### config.mk
export PLATFORM = sky130hd
export DESIGN_NAME = zc_timing_ctrl
export DESIGN_NICKNAME = d
export VERILOG_FILES = /design/src/rtl/zc_pkg.sv /design/src/rtl/zc_sampler.sv /design/src/rtl/zc_integrator.sv /design/src/rtl/zc_zero_detect.sv /design/src/rtl/zc_timing_ctrl.sv
export SDC_FILE = /design/constraint.sdc
export NUM_CORES = 1
export LEC_CHECK = 0
export BUFFER_PORTS_ARGS = -buffer_cell sky130_fd_sc_hd__buf_2
export CAP_MARGIN = 20
export CORE_AREA = 2 2 39 41
export CTS_CLUSTER_DIAMETER = 100
export DETAILED_ROUTE_END_ITERATION = 10
export DIE_AREA = 0 0 41 43
export SETUP_SLACK_MARGIN = 0.05
export SLEW_MARGIN = 20
export SYNTH_ARGS = -nofsm -noshare
export SYNTH_HDL_FRONTEND = slang
export SYNTH_HIERARCHICAL = 1
export SYNTH_SLANG_ARGS = --single-unit
### constraint.sdc
create_clock -name clk -period 3 [get_ports clk]
set_input_delay 0.15 -clock clk [delete_from_list [all_inputs] [get_ports clk]]
set_output_delay 0.15 -clock clk [all_outputs]
set_load 0.01 [all_outputs]
### src/rtl/zc_pkg.sv
package zc_pkg;
  typedef enum logic {
    DIR_DOWN = 1'b0,
    DIR_UP   = 1'b1
  } step_dir_e;
endpackage

### src/rtl/zc_sampler.sv
module zc_sampler #(
  parameter int SAMPLE_DELAY = 3
) (
  input  logic clk,
  input  logic rst_n,
  input  logic hs_off,
  input  logic sw_level,
  output logic smp_vld,
  output logic smp_bit
);
  localparam int DLY_W = (SAMPLE_DELAY > 1) ? $clog2(SAMPLE_DELAY) : 1;
  localparam logic [DLY_W-1:0] LAST = DLY_W'(SAMPLE_DELAY - 1);

  logic             pending;
  logic [DLY_W-1:0] wait_cnt;

  always_ff @(posedge clk or negedge rst_n) begin
    if (!rst_n) begin
      pending  <= 1'b0;
      wait_cnt <= '0;
      smp_vld  <= 1'b0;
      smp_bit  <= 1'b0;
    end else begin
      smp_vld <= 1'b0;
      if (pending) begin
        if (wait_cnt == LAST) begin
          pending <= 1'b0;
          smp_vld <= 1'b1;
          smp_bit <= sw_level;
        end else begin
          wait_cnt <= wait_cnt + 1'b1;
        end
      end else if (hs_off) begin
        pending  <= 1'b1;
        wait_cnt <= '0;
      end
    end
  end

  // Two strobes are always at least two cycles apart.
  AST_ONE_SAMPLE: assert property (@(posedge clk) disable iff (!rst_n)
    smp_vld |=> !smp_vld);
endmodule

### src/rtl/zc_integrator.sv
module zc_integrator
  import zc_pkg::*;
#(
  parameter int CTRL_W = 4
) (
  input  logic              clk,
  input  logic              rst_n,
  input  logic              step_en,
  input  step_dir_e         step_dir,
  output logic [CTRL_W-1:0] word
);
  localparam logic [CTRL_W-1:0] TOP = {CTRL_W{1'b1}};
  localparam logic [CTRL_W-1:0] MID = CTRL_W'(1) << (CTRL_W - 1);

  always_ff @(posedge clk or negedge rst_n) begin
    if (!rst_n) begin
      word <= MID;
    end else if (step_en) begin
      if (step_dir == DIR_UP && word != TOP)
        word <= word + 1'b1;
      else if (step_dir == DIR_DOWN && word != '0)
        word <= word - 1'b1;
    end
  end

  AST_HOLD_IDLE: assert property (@(posedge clk) disable iff (!rst_n)
    !step_en |=> $stable(word));
  AST_SAT_TOP: assert property (@(posedge clk) disable iff (!rst_n)
    (step_en && step_dir == DIR_UP && word == TOP) |=> word == TOP);
  AST_SAT_BOTTOM: assert property (@(posedge clk) disable iff (!rst_n)
    (step_en && step_dir == DIR_DOWN && word == '0) |=> word == '0);
  AST_UNIT_UP: assert property (@(posedge clk) disable iff (!rst_n)
    (step_en && step_dir == DIR_UP && word != TOP) |=> word == $past(word) + 1'b1);
  AST_UNIT_DOWN: assert property (@(posedge clk) disable iff (!rst_n)
    (step_en && step_dir == DIR_DOWN && word != '0) |=> word == $past(word) - 1'b1);
endmodule

### src/rtl/zc_zero_detect.sv
module zc_zero_detect #(
  parameter int CTRL_W = 4
) (
  input  logic              clk,
  input  logic              rst_n,
  input  logic [CTRL_W-1:0] word,
  output logic              load_off
);
  assign load_off = (word == '0);

  AST_LOAD_OFF_RISE: assert property (@(posedge clk) disable iff (!rst_n)
    $rose(load_off) |-> $past(word) == CTRL_W'(1));
  AST_LOAD_OFF_FALL: assert property (@(posedge clk) disable iff (!rst_n)
    $fell(load_off) |-> word == CTRL_W'(1));
endmodule

### src/rtl/zc_timing_ctrl.sv
module zc_timing_ctrl
  import zc_pkg::*;
#(
  parameter int CTRL_W       = 4,
  parameter int SAMPLE_DELAY = 3
) (
  input  logic              clk,
  input  logic              rst_n,
  input  logic              hs_off,
  input  logic              sw_level,
  output logic [CTRL_W-1:0] ctrl_word,
  output logic              load_off
);
  logic      smp_vld;
  logic      smp_bit;
  step_dir_e dir;

  assign dir = smp_bit ? DIR_UP : DIR_DOWN;

  zc_sampler #(.SAMPLE_DELAY(SAMPLE_DELAY)) u_sampler (
    .clk(clk), .rst_n(rst_n), .hs_off(hs_off), .sw_level(sw_level),
    .smp_vld(smp_vld), .smp_bit(smp_bit)
  );

  zc_integrator #(.CTRL_W(CTRL_W)) u_integ (
    .clk(clk), .rst_n(rst_n), .step_en(smp_vld), .step_dir(dir),
    .word(ctrl_word)
  );

  zc_zero_detect #(.CTRL_W(CTRL_W)) u_zero (
    .clk(clk), .rst_n(rst_n), .word(ctrl_word), .load_off(load_off)
  );

  AST_RESET_MID: assert property (@(posedge clk)
    $rose(rst_n) |-> ctrl_word == (CTRL_W'(1) << (CTRL_W - 1)) && !load_off);
endmodule

==> out/metrics.cfg <==
[status]
status=finished, final reports clean

[synth]
synthSimpleGateAreaFrac_pct=18.9
ys_warn_count=6
synth_largest_area_cell=dfrtp_1
synth.cell_area_um2=531
syn_avg_cell_area_um2=12.3
synth.distinct_cells=24
synth-compound-area-share_pct=12.7
synth.top_cell.area_share_pct=37.7
netlist_instances=43
synthXorXnorAreaFrac_pct=4.95
synth_top_family_by_area=simple AND/OR/NAND/NOR gates
synth-adder-area-share_pct=10.8
synth-seq-cells=9
synth.area.top_cells=dfrtp_1 (38%), mux2_4 (8.5%), ha_1 (7.1%), dfstp_2 (5.0%), o311a_4 (4.0%)
synth_seq_area_share_pct=42.7
synthMuxAreaShare_pct=8.49
synth_nets=51

[final_layout]
syn_to_final_growth_pct=18.2
nets=65
register_area_um2=226
drive_gt1_share_pct=35.7
multi_input_area_um2=297
fillers=142
num_antenna_cells=0

[route]
vias_per_cell=5.00
drc=0
drt_iter0_drc=4
routed_wl_um=874
wl_per_cell_um=12.1
vias=360
ant_nets=0
firstDrtPassIters=3

[placed_design]
post-dp-hpwl_um=684
gp_congestion=0.821
portBuffers=8

[die]
core_mm2=0.00138
num_rows=14
die-area_mm2=0.00176
die_h_um=43
die_w_um=41
initial_core_util_pct=38.3
num_io_pins=9

[grt]
antenna_found_initial=0
grtUsageTotal_pct=12.5
grt_start_max_net_pins=10
overflow=0
grt_pass1_vias=322
grt_pass1_wl_mm=1.48

[worst_setup_path]
r2r_setup_slack_ns=0.81
crit_path_max_fanout=8
crit_required_ns=3.20
startpoint_type=flop
worstPathArrival_ns=2.39
rr_startpoint=u_integ/word[3]
ff2ff_path_depth=7
cp-end-kind=flop
setup.worst_path.class=flop to flop
r2r-end=u_integ/word[3]

[power_and_ir_drop]
seqPwrFrac_pct=35.5
p_sw_uw=313
power.total_uw=790
ir_drop_mv=0.573
pwr-share-clk_pct=11.9
pwr-share-comb_pct=52.6
powerDensity_mw_per_mm2=1260
p_int_uw=477
sw_frac_of_total_pct=39.6
leakagePower_uw=0.000287

[sta]
fin_crit_ns=2.19
setup_viol=0
tns_ns=0
rsz0062_at_grt=no
hold_viol=0
finalClockSkew_ns=0.00370
tightest_slew_ns=0.274
slew_headroom_pct=81.7
slew_violations=0
timing.fmax_mhz=456
fin_crit_sh_pct=73.2

[clock_tree]
cts.sink_count=9
cts_buffer_depth=2
cts_setup_buffers=0
cts_tree=yes
numCtsBuffers=3
cts-root-buf=clkbuf_4
clock_latency_ns=0.26
hold_buffers=1
path_clk_slew_ns=0.06
cts_htree_levels=1
cts.repair.resized=0

[hold_path]
hold_depth=2
hold_class=input port to flop
hold_end=u_sampler/smp_bit
worstHoldStart=sw_level

[flow_run]
max-cap-violations=0

## cell families (layout without fill, tap and decap cells)
| family | Yosys count | in the layout |
|---|---|---|
| xor gates and xnor gates | 3 | 3 |
| muxes | 3 | 3 |
| adders and majority gates | 4 | 4 |
| DFF | 9 | 9 |
| AOI/OAI and AO/OA | 7 | 7 |
| and+or+nand+nor | 15 | 15 |
| buffers and inverters | 2 | 15 |
## critical path: stages, from the launching register on
cell	delay [ns]
dfstp_2	0.60
and4_2	0.25
nand2b_1	0.20
ha_1	0.30
a21oi_1	0.24
a31oi_1	0.12
nor4bb_1	0.28
a311o_1	0.16
## final cells by class
class / instances / share of cell area [%]
inverter: 2 / 1.20
multi-input combinational: 32 / 47.3
sequential: 9 / 36.1
clock buffer: 4 / 4.19
tap: 16 / 3.19
timing repair buffer: 9 / 7.98
## power groups by stage
stage | Combinational (uW) | Sequential [uW] | Clock [uW]
2_1_floorplan | 330 | 277 | 0
3_3_place_gp | 419 | 284 | 0
3_5_place_dp | 420 | 287 | 0
4_1_cts | 422 | 284 | 96.7
5_1_grt | 469 | 297 | 102
6_report | 415 | 280 | 94.0
## metrics by stage
step	cells	worst slack, ns	util [%]	hold WS (ns)	instance area, um2
detailed placement	67	0.812	42.7	0.0108	591
global placement	67	0.849	42.7	0.00715	591
floorplan	43	0.945	-	-0.146	531
finish	72	0.805	45.3	0.128	627
global route	72	0.654	45.3	0.129	627
CTS	72	0.794	45.3	0.120	627
## how the worst max path moves through the flow
| stage | slack, ns | start | to |
|---|---|---|---|
| finish | 0.81 | u_integ/word[3] | u_integ/word[3] |
| global route | 0.65 | u_integ/word[3] | u_integ/word[3] |
| CTS | 0.79 | u_integ/word[3] | u_integ/word[3] |
| detailed placement | 0.81 | u_integ/word[3] | u_integ/word[3] |
| global placement | 0.85 | u_integ/word[3] | u_integ/word[3] |
| floorplan | 0.95 | u_integ/word[3] | u_integ/word[3] |
## flip-flops by register name, summed over array words and instances (netlist names)
register and flops:
u_integ/word 4, u_sampler/smp_vld 1, u_sampler/wait_cnt 2, u_sampler/smp_bit 1, u_sampler/pending 1
## layer usage
| metal | global-route usage (%) | vias up | part of all wire, % |
|---|---|---|---|
| met1 | 17.4 | 170 | 48 |
| met3 | 3.14 | 0 | 1.6 |
| met4 | 6.00 | 0 | 0 |
| met2 | 17.5 | 4 | 50 |
| li1 | - | 186 | - |
| met5 | 0 | - | 0 |
## placed cells by master (no fill, tap or decap)
cell type      instances
nor4bb_1               1
fa_1                   1
nor2_1                 2
or3_4                  1
dfstp_2                1
nor4_2                 1
clkbuf_4               3
and2_4                 1
mux2_4                 3
dlygate4sd3_1          1
nand3_1                2
clkbuf_1               1
ha_1                   3
o22ai_1                1
a21oi_1                1
and4_2                 1
a311o_1                1
inv_1                  2
buf_2                  8
xor2_1                 2
xnor2_1                1
nand2_1                3
nand2b_1               3
a31oi_1                1
dfrtp_1                8
o311a_4                1
a32o_1                 1
a22o_1                 1
## synth_stat cells
| cell | n |
|---|---|
| dfrtp_1 | 8 |
| ha_1 | 3 |
| mux2_4 | 3 |
| nand2_1 | 3 |
| nand2b_1 | 3 |
| inv_1 | 2 |
| nand3_1 | 2 |
| nor2_1 | 2 |
| xor2_1 | 2 |
| a21oi_1 | 1 |
| a22o_1 | 1 |
| a311o_1 | 1 |
| a31oi_1 | 1 |
| a32o_1 | 1 |
| and2_4 | 1 |
| and4_2 | 1 |
| dfstp_2 | 1 |
| fa_1 | 1 |
| nor4_2 | 1 |
| nor4bb_1 | 1 |
| o22ai_1 | 1 |
| o311a_4 | 1 |
| or3_4 | 1 |
| xnor2_1 | 1 |
No activity file was read; power rests on OpenSTA's default activity.
